**src/rtl/updn_timer_pkg.sv**
```systemverilog
package updn_timer_pkg;
  typedef enum logic [1:0] {
    SEL_PER_ACT = 2'd0,
    SEL_PER_BUF = 2'd1,
    SEL_CMP_ACT = 2'd2,
    SEL_CMP_BUF = 2'd3
  } wr_sel_e;
endpackage

```
**src/rtl/tmr_shadow_reg.sv**
```systemverilog
module tmr_shadow_reg #(
  parameter int W = 16,
  parameter logic [W-1:0] RST_ACT = '0
) (
  input  logic         clk,
  input  logic         rst,
  input  logic         upd,
  input  logic         wr_act,
  input  logic         wr_buf,
  input  logic [W-1:0] wdata,
  output logic [W-1:0] act_q,
  output logic [W-1:0] buf_q,
  output logic         valid_q,
  output logic [W-1:0] commit_val
);
  // value that is in force after a commit in this cycle
  assign commit_val = valid_q ? buf_q : act_q;

  always_ff @(posedge clk) begin
    if (rst) begin
      act_q   <= RST_ACT;
      buf_q   <= '0;
      valid_q <= 1'b0;
    end else begin
      if (wr_act)              act_q <= wdata;
      else if (upd && valid_q) act_q <= buf_q;
      if (wr_buf) begin
        buf_q   <= wdata;
        valid_q <= 1'b1;
      end else if (upd) begin
        valid_q <= 1'b0;
      end
    end
  end

  // a valid shadow reaches the active register at the update
  assert_commit_R5: assert property (@(posedge clk) disable iff (rst)
    (upd && valid_q && !wr_act) |=> (act_q == $past(buf_q)));
  // the update consumes the flag unless the shadow is rewritten
  assert_flag_clear_R5: assert property (@(posedge clk) disable iff (rst)
    (upd && !wr_buf) |=> !valid_q);
  // a shadow write marks it valid
  assert_flag_set_R4: assert property (@(posedge clk) disable iff (rst)
    wr_buf |=> valid_q);
  // a direct write leaves the flag alone
  assert_direct_keeps_flag_R6: assert property (@(posedge clk) disable iff (rst)
    (wr_act && !wr_buf && !upd) |=> (valid_q == $past(valid_q)));
  // a direct write wins over the commit
  assert_direct_value_R6: assert property (@(posedge clk) disable iff (rst)
    wr_act |=> (act_q == $past(wdata)));
endmodule

```
**src/rtl/tmr_count_core.sv**
```systemverilog
module tmr_count_core #(
  parameter int W = 16
) (
  input  logic         clk,
  input  logic         rst,
  input  logic         tick,
  input  logic         dir_down,
  input  logic [W-1:0] period,
  input  logic [W-1:0] reload_val,
  input  logic [W-1:0] compare,
  output logic [W-1:0] cnt_q,
  output logic         wrap_evt,
  output logic         match_q,
  output logic         wrap_q
);
  localparam logic [W-1:0] STEP   = W'(1);
  localparam logic [W-1:0] BOTTOM = '0;

  logic at_end;
  logic [W-1:0] cnt_next;

  always_comb begin
    at_end   = dir_down ? (cnt_q == BOTTOM) : (cnt_q == period);
    wrap_evt = tick && at_end;
    cnt_next = cnt_q;
    if (tick) begin
      if (dir_down) cnt_next = at_end ? reload_val : cnt_q - STEP;
      else          cnt_next = at_end ? BOTTOM     : cnt_q + STEP;
    end
  end

  always_ff @(posedge clk) begin
    if (rst) begin
      cnt_q   <= '0;
      match_q <= 1'b0;
      wrap_q  <= 1'b0;
    end else begin
      cnt_q   <= cnt_next;
      match_q <= tick && (cnt_q == compare);
      wrap_q  <= wrap_evt;
    end
  end

  // no tick, no movement
  assert_hold_R1: assert property (@(posedge clk) disable iff (rst)
    !tick |=> $stable(cnt_q));
  // single up step away from the end
  assert_up_step_R1: assert property (@(posedge clk) disable iff (rst)
    (tick && !dir_down && cnt_q != period) |=> (cnt_q == $past(cnt_q) + STEP));
  // up wrap to zero
  assert_up_wrap_R2: assert property (@(posedge clk) disable iff (rst)
    (tick && !dir_down && cnt_q == period) |=> (cnt_q == BOTTOM && wrap_q));
  // down reload
  assert_down_reload_R3: assert property (@(posedge clk) disable iff (rst)
    (tick && dir_down && cnt_q == BOTTOM) |=> (cnt_q == $past(reload_val) && wrap_q));
  // a match pulse only follows a tick
  assert_match_after_tick_R7: assert property (@(posedge clk) disable iff (rst)
    match_q |-> $past(tick));
endmodule

```
**src/rtl/updn_timer_core.sv**
```systemverilog
module updn_timer_core
  import updn_timer_pkg::*;
#(
  parameter int CNT_W = 16
) (
  input  logic             clk,
  input  logic             rst,
  input  logic             tick,
  input  logic             dir_down,
  input  logic             wr_en,
  input  logic [1:0]       wr_sel,
  input  logic [CNT_W-1:0] wr_data,
  output logic [CNT_W-1:0] count,
  output logic [CNT_W-1:0] period,
  output logic [CNT_W-1:0] compare,
  output logic             per_pending,
  output logic             cmp_pending,
  output logic             match_pulse,
  output logic             wrap_pulse
);
  localparam logic [CNT_W-1:0] PER_RST = '1;
  localparam logic [CNT_W-1:0] CMP_RST = '0;

  wr_sel_e sel;
  logic upd;
  logic [CNT_W-1:0] per_commit, cmp_commit, per_buf, cmp_buf;

  assign sel = wr_sel_e'(wr_sel);

  tmr_shadow_reg #(.W(CNT_W), .RST_ACT(PER_RST)) u_per (
    .clk(clk), .rst(rst), .upd(upd),
    .wr_act(wr_en && sel == SEL_PER_ACT),
    .wr_buf(wr_en && sel == SEL_PER_BUF),
    .wdata(wr_data), .act_q(period), .buf_q(per_buf),
    .valid_q(per_pending), .commit_val(per_commit));

  tmr_shadow_reg #(.W(CNT_W), .RST_ACT(CMP_RST)) u_cmp (
    .clk(clk), .rst(rst), .upd(upd),
    .wr_act(wr_en && sel == SEL_CMP_ACT),
    .wr_buf(wr_en && sel == SEL_CMP_BUF),
    .wdata(wr_data), .act_q(compare), .buf_q(cmp_buf),
    .valid_q(cmp_pending), .commit_val(cmp_commit));

  tmr_count_core #(.W(CNT_W)) u_cnt (
    .clk(clk), .rst(rst), .tick(tick), .dir_down(dir_down),
    .period(period), .reload_val(per_commit), .compare(compare),
    .cnt_q(count), .wrap_evt(upd), .match_q(match_pulse), .wrap_q(wrap_pulse));

  // shadow write does not touch the active period
  assert_buf_isolated_R4: assert property (@(posedge clk) disable iff (rst)
    (wr_en && sel == SEL_PER_BUF && !upd) |=> $stable(period));
  // reset state
  assert_reset_state_R8: assert property (@(posedge clk)
    rst |=> (count == '0 && period == PER_RST && !per_pending && !cmp_pending));
endmodule

```
**config.mk**
```make
export PLATFORM = sky130hd
export DESIGN_NAME = updn_timer_core
export DESIGN_NICKNAME = d
export VERILOG_FILES = /design/src/rtl/updn_timer_pkg.sv /design/src/rtl/tmr_shadow_reg.sv /design/src/rtl/tmr_count_core.sv /design/src/rtl/updn_timer_core.sv
export SDC_FILE = /design/constraint.sdc
export NUM_CORES = 1
export LEC_CHECK = 0
export BUFFER_PORTS_ARGS = -buffer_cell sky130_fd_sc_hd__clkbuf_2
export CAP_MARGIN = 20
export CORE_MARGIN = 3
export CORE_UTILIZATION = 50
export CTS_CLUSTER_SIZE = 40
export DETAILED_ROUTE_END_ITERATION = 10
export PLACE_DENSITY = 0.71
export REMOVE_ABC_BUFFERS = 1
export SLEW_MARGIN = 20
export SYNTH_ARGS = -nofsm -noshare
export SYNTH_HDL_FRONTEND = slang
export SYNTH_HIERARCHICAL = 1
export SYNTH_SLANG_ARGS = --single-unit
```
**constraint.sdc**
```tcl
create_clock -name clk -period 3.61 [get_ports clk]
set_clock_uncertainty 0.05 [all_clocks]
set_input_delay 0.5415 -clock clk [delete_from_list [all_inputs] [get_ports clk]]
set_output_delay 0.5415 -clock clk [all_outputs]
set_load 0.005 [all_outputs]
```
Word level (Yosys, flattened, before mapping)
Index checks and enable logic that the tools add are counted.

Register bits after elaboration: 84. Latch bits: 0. RAM bits: 0. Memory bits (read-only): 0. Logic and storage cells: 42. Memories: 0.

$add $sub $neg: 2. Multipliers: 0. Div/mod/pow operators: 0. $lt $le $gt $ge: 0. Equality and inequality tests: 5. Shifts and indexed selects: 0. Muxes and demuxes: 12. Bitwise logic cells: 0. Reduce and logical (&&, ||, !) cells: 14.

Operator list (number): $mux W16 (8); $eq A16 B16 Y1 (2); $add A16 B1 Y16 const B (1); $logic_not A16 Y1 (1); $sub A16 B1 Y16 const B (1); $logic_and A1 B1 Y1 (8); $reduce_bool A2 Y1 (4); $eq A2 B2 Y1 const B (2); $mux W1 (4); $eq A2 B1 Y1 const B (1); $logic_not A2 Y1 (1).

Longest topological paths before layout
Gate-level depths: netlist (run 1).

Depth after elaboration: 6. Gate-level depth with buffers: 13.

Modules after synthesis
The synthesis (run 1) kept the hierarchy.

By module, submodules not included: tmr_count_core (times used 1, cells an instance 275, area each 1994.4 um^2, seq. area each 360.3 um^2); tmr_shadow_reg at u_cmp (times used 1, cells an instance 166, area each 1988.2 um^2, seq. area each 660.6 um^2); tmr_shadow_reg at u_per (times used 1, cells an instance 162, area each 1594.0 um^2, seq. area each 660.6 um^2); updn_timer_core (times used 1, cells an instance 4, area each 37.5 um^2, seq. area each 0.0 um^2).

Worst setup path before layout (run 1)
Ideal clock, no wire load.

Path type: register -> register. Start: reg u_cnt.cnt_q[7]. End: reg u_per.act_q[0]. Setup time: 119 ps. Arrival time: 3044 ps. Path slack: 397 ps. Cell stages (with the launch flop): 13. Clock period less this slack: 3213 ps. Cells stage by stage: dfxtp_1 -> buf_6 -> or4_4 -> or4_1 -> buf_2 -> nor3_1 -> buf_2 -> nor2_1 -> nor2_1 -> a21oi_4 -> buf_4 -> a211oi_1 -> o21bai_1.

Longest elaborated chain between the ends: 5. Elaborated cells between the ends (all ways): 6. Those cells by class: eq/ne (1); mux (1); reduce/logical (4).

RTL lines: start, declared (line tmr_count_core.sv:11) `output logic [W-1:0] cnt_q,`; start signal, assigned (line tmr_count_core.sv:38) `cnt_q <= cnt_next;`; $eq A16 B16 Y1 or $logic_not A16 Y1 (tied branches) (line tmr_count_core.sv:23) `at_end = dir_down ? (cnt_q == BOTTOM) : (cnt_q == period);`; $mux W1 (*) (line tmr_count_core.sv:23); $logic_and A1 B1 Y1 (*) (line tmr_count_core.sv:24) `wrap_evt = tick && at_end;`; net upd (line updn_timer_core.sv:25) `logic upd;`; $logic_and A1 B1 Y1 (*) (line tmr_shadow_reg.sv:26) `else if (upd && valid_q) act_q <= buf_q;`; $reduce_bool A2 Y1 (no line) (*); end signal, assigned (line tmr_shadow_reg.sv:25) `if (wr_act) act_q <= wdata;`; end signal, assigned (line tmr_shadow_reg.sv:26); end, declared (line tmr_shadow_reg.sv:11) `output logic [W-1:0] act_q,`.

The timed path passes the listed nets; every way through them passes the cells marked *. A chain may end at the register's enable or synchronous reset.

Worst setup path after layout (run 1)
Start: reg u_cnt.cnt_q[7]. End: reg u_cmp.act_q[7].

Longest elaborated chain between the ends: 5. Elaborated cells between the ends (all ways): 6. Those cells by class: eq/ne (1); mux (1); reduce/logical (4).

RTL lines (line): $eq A16 B16 Y1 or $logic_not A16 Y1 (tied branches) (tmr_count_core.sv:23); $mux W1 (*) (tmr_count_core.sv:23); $logic_and A1 B1 Y1 (*) (tmr_count_core.sv:24); net upd (updn_timer_core.sv:25); $logic_and A1 B1 Y1 (*) (tmr_shadow_reg.sv:26); $reduce_bool A2 Y1 (no line) (*); end signal, assigned (tmr_shadow_reg.sv:25); end signal, assigned (tmr_shadow_reg.sv:26); end, declared (tmr_shadow_reg.sv:11).

Marked as above.

==> results list, run 1 <==
- Number of port buffers: 74
* Count of placed standard cells including taps: 765
- The worst setup path is launched from a register.
- STA classifies the critical path endpoint as a register.
- Post-layout total power: approximately 2800 uW
* Number of filler instances in the final layout: approximately 950
- Synthesized area divided by synthesized cell count: about 9.1 um^2
- First-pass DRT Iterations: 4
- Hold Path Class: in -> reg
- The worst register-to-register path has a setup slack of about 480 ps.
- In this run the cell area of the synthesized design comes to about 5400 um^2.
- Outcome: complete, no violations
- The worst register-to-register path ends at u_cmp/act_q[7]$_SDFFE_PP0P_.
- From synthesis to final layout, the design area changed by 9.27%.
- For hold timing, the worst endpoint is u_cmp/act_q[8]$_SDFFE_PP0P_.
* Sw Ratio: 37.8%
* Headroom to the max-slew limit: between 20% and 30%
- Global-route wire length before repair: 24.9 mm
- Core area: between 10000 and 15000 um^2
- Entering global routing, the biggest net connects 48 pins.
* Hold-fix buffers, CTS: 0
- STA puts the critical path data required time at roughly 3800 ps.
- For this run, the number of standard cells in the final layout without fillers is between 700 and 800.
- Transition time of the tightest slew-check pin: ~1100 ps
- The H-tree generated during clock tree synthesis spans 3 levels.
- Detailed placement ended at an HPWL of between 10 and 15 mm.
- Clock-pin slew was measured on the worst setup and hold paths at 80 ps.
* Post-CTS setup buffer count: 0
- Antenna viol nets, final: 0
* Die area: 12100 um^2
- Die H: ~110 um
- Highest clock frequency the design can meet: 319 MHz
- TritonCTS built the clock tree.
- Starting density of the core: 51.7%
- The initial antenna violation count came to 0.
- The worst path uses 86.8% of the clock period.
- For this design, the sink count on the clock tree is 84.
- The via count of the first global-routing pass was about 4500.
- Counting instances, the worst hold path has a depth of 3.
* Final critical delay including setup and external delays: 3130 ps
- The detailed router finished its first iteration with approximately 280 violations.
* Power per cell area: 482 nW/um^2
- Global routing finished with a remaining overflow of 0.
* Mean number of vias per cell: approximately 6
- Worst endpoint data arrival time: between 3000 and 4000 ps
* Internal power: 1760 uW
* Clock latency reported for the late side of the worst-skew pair: around 350 ps
- In the final layout, the multi-input gates occupy 3220 um^2.
- Class of the most critical setup path: reg -> reg
- The tree is rooted in a sky130_fd_sc_hd__clkbuf_8.
- The worst hold path begins at wr_data[8].
* Total Nets Final: between 600 and 700
* Diodes inserted: 0
- Peak supply drop: approximately 0.00023 V
- Buffers from clock root to sink, at most: 2
- Counting cells, the worst reg-to-reg path comes to 8.
* Clock power frac: a little under a quarter
- In the final routed layout, each cell accounts on average for between 20 and 25 um.
- Placement row count: 37
- For this run, the total global-route usage over all layers was measured as 27.0%.
- Cells with a size suffix above 1 make up a little over a quarter of the layout.
* Final hold violation count: 0
- Summing over every cut layer, the via total after detailed routing is ~4800.
- After clock tree synthesis, the repair step resized 0 gates.
- Number of clock buffers inserted by TritonCTS: 9
- Reg power frac: approximately 40%
- # IOs: 75
* Wire length after detailed routing: ~16 mm
- Along the worst path, the maximum fanout reaches 22.
- In the routed design, unresolved DRC markers number 0.
* Setup TNS: 0 ps
- Max-cap violations in this run came to 0.
* Worst reg2reg startpoint: u_cnt/cnt_q[7]$_SDFFE_PP0P_
- Synthesis warning total: 6
- Switching power: 1070 uW
- Across the whole layout, storage elements account for about 1700 um^2.
- Setup violations remaining at the end of the flow were counted as 0.
* Unrepaired setup endpoints after global routing: no
* Weighted congestion reported at the end of routability-driven placement: 0.986
- Synthesis produced just under 600 cells.
- In this run the static leakage power is 0.00232 uW.
* Final number of max-transition violations: 0
* Logic gate share of total power: about 37%
* Horizontal extent of the die: between 100 and 150 um
==> cells in the final DEF (no fill, tap or decap), types with 2 or more instances in the layout <==
cell and instances:
sky130_fd_sc_hd__nor2b_1 14, sky130_fd_sc_hd__nor4_1 9, sky130_fd_sc_hd__a31oi_1 2, sky130_fd_sc_hd__mux2i_1 35, sky130_fd_sc_hd__mux2_2 16, sky130_fd_sc_hd__and2b_1 3
sky130_fd_sc_hd__o211ai_1 5, sky130_fd_sc_hd__and3_1 5, sky130_fd_sc_hd__nand4b_1 2, sky130_fd_sc_hd__ha_1 3, sky130_fd_sc_hd__or2_2 2, sky130_fd_sc_hd__clkbuf_2 74
sky130_fd_sc_hd__a2111oi_2 16, sky130_fd_sc_hd__a311o_1 2, sky130_fd_sc_hd__nor2_1 71, sky130_fd_sc_hd__a21oi_1 13, sky130_fd_sc_hd__nand3_1 11, sky130_fd_sc_hd__and4bb_1 16
sky130_fd_sc_hd__xor2_1 9, sky130_fd_sc_hd__o31ai_1 2, sky130_fd_sc_hd__o31a_1 2, sky130_fd_sc_hd__a211oi_2 18, sky130_fd_sc_hd__xnor2_1 35, sky130_fd_sc_hd__nand4_1 13
sky130_fd_sc_hd__buf_4 23, sky130_fd_sc_hd__clkbuf_1 3, sky130_fd_sc_hd__clkbuf_8 12, sky130_fd_sc_hd__o21bai_1 16, sky130_fd_sc_hd__o22ai_1 3, sky130_fd_sc_hd__a211oi_1 16
sky130_fd_sc_hd__nand2_1 26, sky130_fd_sc_hd__dfxtp_1 84, sky130_fd_sc_hd__inv_1 24, sky130_fd_sc_hd__nor2_4 2, sky130_fd_sc_hd__or4_1 4, sky130_fd_sc_hd__or3_1 5
sky130_fd_sc_hd__o21ai_0 13, sky130_fd_sc_hd__nor3_1 10
==> critical path, cell delays in order (launching register included) <==
cell                        delay [ps]
sky130_fd_sc_hd__dfxtp_1           420
sky130_fd_sc_hd__or4_4             600
sky130_fd_sc_hd__or4_1             590
sky130_fd_sc_hd__nor3_1            250
sky130_fd_sc_hd__nor2_1            120
sky130_fd_sc_hd__nor2_4            170
sky130_fd_sc_hd__buf_4             350
sky130_fd_sc_hd__a211oi_2          130
sky130_fd_sc_hd__a2111oi_2         340
==> worst max-delay path by stage <==
stage                                 from                           end  cells past startpoint  slack (ps)
2_1_floorplan  u_cnt/cnt_q[8]$_SDFFE_PP0P_   u_per/act_q[0]$_SDFFE_PP1P_                      8        -930
3_3_place_gp   u_cnt/cnt_q[7]$_SDFFE_PP0P_  u_cnt/cnt_q[14]$_SDFFE_PP0P_                      6         620
5_1_grt        u_cnt/cnt_q[6]$_SDFFE_PP0P_   u_cmp/act_q[6]$_SDFFE_PP0P_                      9         260
6_report       u_cnt/cnt_q[7]$_SDFFE_PP0P_   u_cmp/act_q[7]$_SDFFE_PP0P_                      8         480
3_5_place_dp   u_cnt/cnt_q[7]$_SDFFE_PP0P_   u_cmp/act_q[7]$_SDFFE_PP0P_                      8         510
4_1_cts        u_cnt/cnt_q[7]$_SDFFE_PP0P_   u_cmp/act_q[7]$_SDFFE_PP0P_                      8         490
==> layout make-up <==
type	instances	area share [%]
multi-input combinational	424	54.7
clock buffer	15	3.00
sequential	84	28.6
timing repair buffer	97	9.23
clock inverter	1	0.0851
inverter	24	1.53
tap	136	2.89
==> routing by layer <==
| layer | share of wire (%) | up-vias | global-route usage (%) |
|---|---|---|---|
| li1 | - | 2237 | - |
| met2 | 45 | 199 | 41.6 |
| met4 | 1.9 | 0 | 9.08 |
| met5 | 0 | - | 0 |
| met3 | 6.9 | 29 | 4.05 |
| met1 | 46 | 2298 | 38.3 |
==> power by group through the flow <==
stage / combinational [uW] / sequential (uW) / clock, uW
after floorplan: 619 / 1170 / 0
after global placement: 1020 / 1150 / 0
after detailed placement: 1030 / 1160 / 0
after CTS: 1030 / 1140 / 650
after global routing: 1140 / 1160 / 686
final: 1050 / 1140 / 642
==> stage by stage <==
stage	area (um^2)	worst slack [ps]	utilization [%]	hold slack [ps]
after floorplan	4970	-930	-	402
after global placement	5700	621	54.8	415
after detailed placement	5700	514	54.8	428
after CTS	5880	495	56.5	403
after global routing	5880	259	56.5	414
final	5880	475	56.5	415
==> registers in the layout (all words and copies together) (netlist names), 16 cells and up <==
register and cells:
u_cnt/cnt_q 16, u_per/buf_q 16, u_per/act_q 16, u_cmp/buf_q 16, u_cmp/act_q 16
Note: power is estimated with default switching activity, not from simulation.
==> run 2: changes to the inputs <==
--- a/config.mk
+++ b/config.mk
@@ -12,7 +12,6 @@
 export CTS_CLUSTER_SIZE = 40
 export DETAILED_ROUTE_END_ITERATION = 10
 export PLACE_DENSITY = 0.71
-export REMOVE_ABC_BUFFERS = 1
 export SLEW_MARGIN = 20
 export SYNTH_ARGS = -nofsm -noshare
 export SYNTH_HDL_FRONTEND = slang
==> results list, run 2 (same netlist as run 1, synthesis figures left out) <==
- Die area: 12100 um^2 (unchanged)
- The count of fill cells added during filler insertion is 934 (-1.8%).
* Class of the most critical setup path: reg -> reg
- Setup repair after global routing left no endpoint under its margin.
* Cell chain of the critical path: or4_4, or4_1, nor3_1, nor2_1, nor2_2, buf_12, a211oi_2, a2111oi_2
* Maximum level of the CTS H-tree: 3 (unchanged)
- Final HPWL from detailed placement: 12.0 mm (+6.6%)
- The shortest clock period the worst path allows after layout is 3150 ps (+19.0 ps).
- The combinational group share of total power came to 36.5% (-0.6 points).
* Clock power frac: 27.2% (+4.6 points)
* P_leak: 0.00236 uW (+1.8%)
- Global-route wire length before repair: 25.9 mm (+4.4%)
- The global-route total usage across every layer came to 28.4% (+1.4 points).
- Most used cells in the layout excluding fill and tap cells: sky130_fd_sc_hd__dfxtp_1, sky130_fd_sc_hd__clkbuf_2, sky130_fd_sc_hd__nor2_1
* Reg area: 1680 um^2 (unchanged)
- The largest net degree at the start of global routing is 57 (+19%).
- The site row count came to 37 (unchanged).
- Total Nets Final: 668 (+0.30%)
* Total number of clock tree sinks: 84 (unchanged)
- Resized cells post-CTS: 0 (unchanged)
- Weighted congestion reported at the end of routability-driven placement: 1.12 (+13%)
- STA classifies the critical path startpoint as a register.
* Diodes inserted: 0 (unchanged)
- Fraction of final layout cells with drive strength greater than 1: 27.4% (+0.54 points)
* Switching power: 1110 uW (+3.4%)
- The tightest min-delay check is of the in -> reg type.
* Die H: 110 um (unchanged)
- Number of maximum-capacitance constraint violations: 0 (unchanged)
- The initial antenna violation count came to 0 (unchanged).
- Final clock period utilization by the worst path: 87.4% (+0.52 points)
- Post-layout total power: 3070 uW (+8.3%)
* Outcome: complete, no violations
- The setup TNS was 0 ps (unchanged).
* Required time at the worst-slack endpoint: 3810 ps (about the same)
* CP max stage delay: 630 ps (+30 ps)
* Clock transition at the register clock pins on the worst setup and hold paths after CTS: 90 ps (about the same)
- Core area: 10400 um^2 (unchanged)
* Cell Count, Final, Fillers Out: 783 (+0.26%)
* Syn nets: around 620
- Final number of max-transition violations: 0 (unchanged)
- The headroom to the max-slew limit is 34.5% (+9.3 points).
- The top achievable clock speed was 317 MHz (-0.60%).
- Post-DR wirelength/cell: 21.1 um (+3.1%)
- Peak supply drop: 0.000293 V (+30%)
- The final setup violation count is 0 (unchanged).
- Wire length after detailed routing: 16.5 mm (+3.3%)
- The routed via count was 4708 (-1.2%).
* Starting density of the core: 51.7% (unchanged)
- Remaining routing DRC violations: 0 (unchanged)
* Reg power frac: 36.3% (-3.9 points)
- Hold-fix buffers, CTS: 0 (unchanged)
- The TritonCTS buffer count is 9 (unchanged).
- # IOs: 75 (unchanged)
* Root buffer cell: sky130_fd_sc_hd__clkbuf_8
- Internal power: 1960 uW (+11%)
- The data arrival time of the worst path is 3360 ps (+30 ps).
- Post-CTS setup buffer count: 0 (unchanged)
- Clock tree from TritonCTS: built
- The number of vias per cell after detailed routing was 6.01 (-1.4%).
* Number of port buffers: 74 (unchanged)
* Sw Ratio: 36.1% (-1.7 points)
- The cell count after placement is 767 (+0.26%).
* Horizontal extent of the die: 110 um (unchanged)
- Area overhead of the layout relative to synthesis: 10.9%
- The detailed-routing iteration count for the pre-antenna-repair pass was 5 (+1).
- Buffers from clock root to sink, at most: 2 (unchanged)
- Clock latency reported for the late side of the worst-skew pair: 350 ps (about the same)
- Transition time of the tightest slew-check pin: 983 ps (-140 ps)
- Violation count after the first detailed-route iteration: 410 (+45%)
- Among all stages on the critical path, the largest delay is contributed by sky130_fd_sc_hd__or4_1.
- The via count of the first global-routing pass is 4641 (+2.1%).
* Final hold violation count: 0 (unchanged)
- Nature of the critical path endpoint: register
- The global-route congestion overflow total was 0 (unchanged).
- The number of routed nets with antenna violations came to 0 (unchanged).
- Critical path peak fanout: 34 (+55%)
* Power per cell area: 514 nW/um^2 (+6.7%)
- The multi-input logic area was 3210 um^2 (-0.16%).
* Most common cell after layout, fill and taps aside: sky130_fd_sc_hd__dfxtp_1
[run 2: cell type report]
class	count	area share [%]
clock buffer	11	2.37
clock inverter	5	1.80
inverter	24	1.51
multi-input combinational	424	53.8
sequential	84	28.1
tap	136	2.85
timing repair buffer	99	9.55
[run 2: per-layer routing]
layer  up-vias  global-route usage (%)  share of wire, %
li1       2234                       -                 -
met1      2199                    37.7                42
met2       228                    44.8                46
met3        47                    4.82               7.5
met4         0                    13.0               4.4
met5         -                       0                 0
[run 2: worst paths after layout]
kind	from	to	slack, ps	depth (start not counted)
max reg2reg	u_cnt/cnt_q[7]$_SDFFE_PP0P_	u_cmp/act_q[9]$_SDFFE_PP0P_	460	8
min reg2reg	u_cmp/buf_q[7]$_SDFFE_PP0P_	u_cmp/buf_q[7]$_SDFFE_PP0P_	440	2
min	wr_data[15]	u_cmp/act_q[15]$_SDFFE_PP0P_	430	3
max	u_cnt/cnt_q[7]$_SDFFE_PP0P_	u_cmp/act_q[9]$_SDFFE_PP0P_	460	8
[run 2: worst max-delay path, delay by kind of cell, from the launching register on]
kind,cells,cell delay (ps)
simple gates,5,1890
buf+inv,1,250
compound gates,2,410
flops,1,430
[run 2: power groups by stage]
stage	Combinational, uW	Clock [uW]	Sequential [uW]
4_1_cts	1100	848	1110
5_1_grt	1210	888	1130
3_5_place_dp	1090	0	1130
6_report	1120	835	1120
3_3_place_gp	1100	0	1130
2_1_floorplan	820	0	1090
[run 2: through the flow]
stage	area, um^2	worst slack (ps)	util [%]	hold WS [ps]
final	5970	456	57.4	435
after floorplan	5390	397	-	402
after detailed placement	5730	533	55.0	421
after CTS	5970	508	57.4	419
after global placement	5730	587	55.0	416
after global routing	5970	273	57.4	445
==> run 3: changes to the inputs <==
--- a/config.mk
+++ b/config.mk
@@ -11,7 +11,7 @@
 export CORE_UTILIZATION = 50
 export CTS_CLUSTER_SIZE = 40
 export DETAILED_ROUTE_END_ITERATION = 10
-export PLACE_DENSITY = 0.71
+export PLACE_DENSITY = 0.82
 export SLEW_MARGIN = 20
 export SYNTH_ARGS = -nofsm -noshare
 export SYNTH_HDL_FRONTEND = slang
==> constraint.sdc (replaced) <==
create_clock -name clk -period 3.61 [get_ports clk]
set_clock_uncertainty 0.05 [all_clocks]
set_input_delay 0.361 -clock clk [delete_from_list [all_inputs] [get_ports clk]]
set_output_delay 0.361 -clock clk [all_outputs]
set_load 0.005 [all_outputs]
==> results list, run 3 (same netlist as run 1, synthesis figures left out) <==
* Worst endpoint data arrival time: 3460 ps (+100 ps)
- The worst hold margin was 247 ps (-188 ps).
* Fraction of final layout cells with drive strength greater than 1: 27.2% (-0.18 points)
- The sum of routed wire length over all layers came to 16.7 mm (+1.2%).
- The path with the worst hold slack has its endpoint at u_cmp/act_q[7]$_SDFFE_PP0P_.
- The count of buffers added by post-CTS timing repair for setup is 0 (unchanged).
* Horizontal extent of the die: 110 um (unchanged)
- Final setup violation count: 0 (unchanged)
* Global-route wire length before repair: 25.7 mm (-0.99%)
* Syn nets: 616 (unchanged)
- The average wire length per cell after detail routing was 21.4 um (+1.6%).
- Number of maximum-capacitance constraint violations: 0 (unchanged)
- First-pass DRT Iterations: 5 (unchanged)
- The remaining routing DRC violations came to 0 (unchanged).
* Die H: 110 um (unchanged)
- Met2 global-route usage: 45.1% (+0.30 points)
* Post-layout total power: 2930 uW (-4.8%)
* P_leak: 0.00233 uW (-1.6%)
- The worst register-to-register path ends at u_per/act_q[11]$_SDFFE_PP1P_.
- The die outline area was 12100 um^2 (unchanged).
* Final clock period utilization by the worst path: 90.2% (+2.8 points)
* Total overflow reported by the global router: 0 (unchanged)
* Family with the most delay on the worst path: simple AND/OR/NAND/NOR gates
- Required time at the worst-slack endpoint: 3810 ps (about the same)
* Global-route met1 utilization: 37.9% (+0.26 points)
- The power per cell area was 494 nW/um^2 (-3.9%).
* Number of cells traversed by the worst hold path: 3 (unchanged)
- The final hold violation count is 0 (unchanged).
* Number of port buffers: 74 (unchanged)
* Slowest-stage cell, CP: sky130_fd_sc_hd__dfxtp_1
- R2r setup slk: 350 ps (-100 ps)
- Cell type with the highest occurrence count on the critical path: sky130_fd_sc_hd__nor2_1
* Diodes inserted: 0 (unchanged)
- The critical path starts at u_cnt/cnt_q[13]$_SDFFE_PP0P_.
- Number of antenna violations at the first check in global routing: 0 (unchanged)
- Placement row count: 37 (unchanged)
- Maximum level of the CTS H-tree: 3 (unchanged)
* Final number of max-transition violations: 0 (unchanged)
* Most used cells in the layout excluding fill and tap cells: sky130_fd_sc_hd__dfxtp_1, sky130_fd_sc_hd__clkbuf_2, sky130_fd_sc_hd__nor2_1
- WP buf/inv: 0 (-1)
- Resized cells post-CTS: 0 (unchanged)
- Weighted congestion reported at the end of routability-driven placement: 1.02 (-8.4%)
- The boundary pin count is 75 (unchanged).
- Peak supply drop: 0.000208 V (-29%)
* Unrepaired setup endpoints after global routing: no
- Cell chain of the critical path: xnor2_1, nand4_1, or4_1, nor2_1, nor2_1, nor2_2, a21oi_4, a211oi_1, o21bai_1
- Nature of the critical path endpoint: register
* Number of global-route vias before repair: 4454 (-4.0%)
- After global routing, the most crowded layer is met2.
- Buffers from clock root to sink, at most: 2 (unchanged)
- The initial cell density of the core is 51.7% (unchanged).
* Final HPWL from detailed placement: 12.0 mm (+0.51%)
- The flow ran to the end, and the final reports show no timing, DRC or antenna violations.
* Total number of clock tree sinks: 84 (unchanged)
* Cell Count, Final, Fillers Out: 780 (-0.38%)
* Core area: 10400 um^2 (unchanged)
- Standard cell area after detailed placement: 5720 um^2 (-0.15%)
- Via count: 4780 (+1.5%)
* Worst reg2reg startpoint: u_cnt/cnt_q[13]$_SDFFE_PP0P_
- The fraction of met3 tracks used by global routing came to 3.88% (-0.94 points).
- The global-route total usage across every layer is 28.3% (-0.11 points).
- The clock network latency to the later pin of the worst-skew pair is 360 ps (about the same).
- The path depth of the worst reg2reg path is 9 (+1).
* Root buffer cell: sky130_fd_sc_hd__clkbuf_8
* Final Cell Area: 5920 um^2 (-0.94%)
- Leaving out fill and tap cells, the most frequent cell in the layout is sky130_fd_sc_hd__dfxtp_1.
- Hold-fix buffers, CTS: 0 (unchanged)
* Violation count after the first detailed-route iteration: 423 (+3.2%)
* Setup TNS: 0 ps (unchanged)
- Class of the most critical setup path: reg -> reg
- The number of vias per cell after detailed routing came to 6.13 (+1.9%).
- The top achievable clock speed came to 307 MHz (-3.1%).
- The net count reported at finish came to 665 (-0.45%).
* Pin count of the biggest net entering global routing: 50 (-12%)
- Count of placed standard cells including taps: 764 (-0.39%)
- Worst min-delay path startpoint: wr_data[7]
- The shortest clock period the worst path allows after layout came to 3260 ps (+102 ps).
- Relative to the synthesized area, the layout overhead comes to 9.90%.
- The min-delay analysis places its worst path in the category in -> reg.
- TritonCTS built the clock tree.
- CP max stage delay: 630 ps (about the same)
- The actual transition at the worst max-transition pin is 1070 ps (+83.2 ps).
* Headroom to the max-slew limit: 28.9% (-5.5 points)
* Startpoint kind of the worst setup timing path: register
* Number of clock buffers inserted by TritonCTS: 9 (unchanged)
- The maximum fanout along the worst path is 16 (-53%).
* Clock transition at the register clock pins on the worst setup and hold paths after CTS: 90 ps (about the same)
- Antenna viol nets, final: 0 (unchanged)
## run 3: worst max path at each step
stage	slack, ps	cells after the start	to
floorplan	400	12	u_per/act_q[0]$_SDFFE_PP1P_
finish	350	9	u_per/act_q[11]$_SDFFE_PP1P_
global placement	560	9	u_per/act_q[4]$_SDFFE_PP1P_
CTS	420	8	u_per/act_q[15]$_SDFFE_PP1P_
detailed placement	440	8	u_per/act_q[15]$_SDFFE_PP1P_
global route	150	9	u_per/act_q[11]$_SDFFE_PP1P_
## run 3: tightest hold or removal path, cell delays in order
cell and delay [ps]:
sky130_fd_sc_hd__clkbuf_2 120, sky130_fd_sc_hd__inv_1 70, sky130_fd_sc_hd__a2111oi_2 50
## run 3: metal layers
| layer | wire (um) | share of wire [%] |
|---|---|---|
| met1 | 7220 | 43 |
| met2 | 7930 | 47 |
| met3 | 947 | 5.7 |
| met4 | 612 | 3.7 |
| met5 | 0 | 0 |
## run 3: cell type report
class	count	area (um^2)
flip-flops and latches	84	1680
repair buffers	96	561
clock buffers	11	141
fillers	930	4500
multi-input cells	424	3210
well taps	136	170
inverters	24	90.1
clock inverters	5	60.1
## run 3: where the power goes
| group | internal (uW) | total (uW) | switching [uW] |
|---|---|---|---|
| clock network | 342 | 707 | 365 |
| registers | 1010 | 1160 | 148 |
| logic | 467 | 1060 | 596 |
| total | 1820 | 2930 | 1110 |
## run 3: metrics by stage
step | worst slack [ps] | util (%)
3_3_place_gp | 560 | 54.9
3_5_place_dp | 437 | 54.9
4_1_cts | 416 | 56.8
5_1_grt | 153 | 56.8
2_1_floorplan | 397 | -
6_report | 354 | 56.8
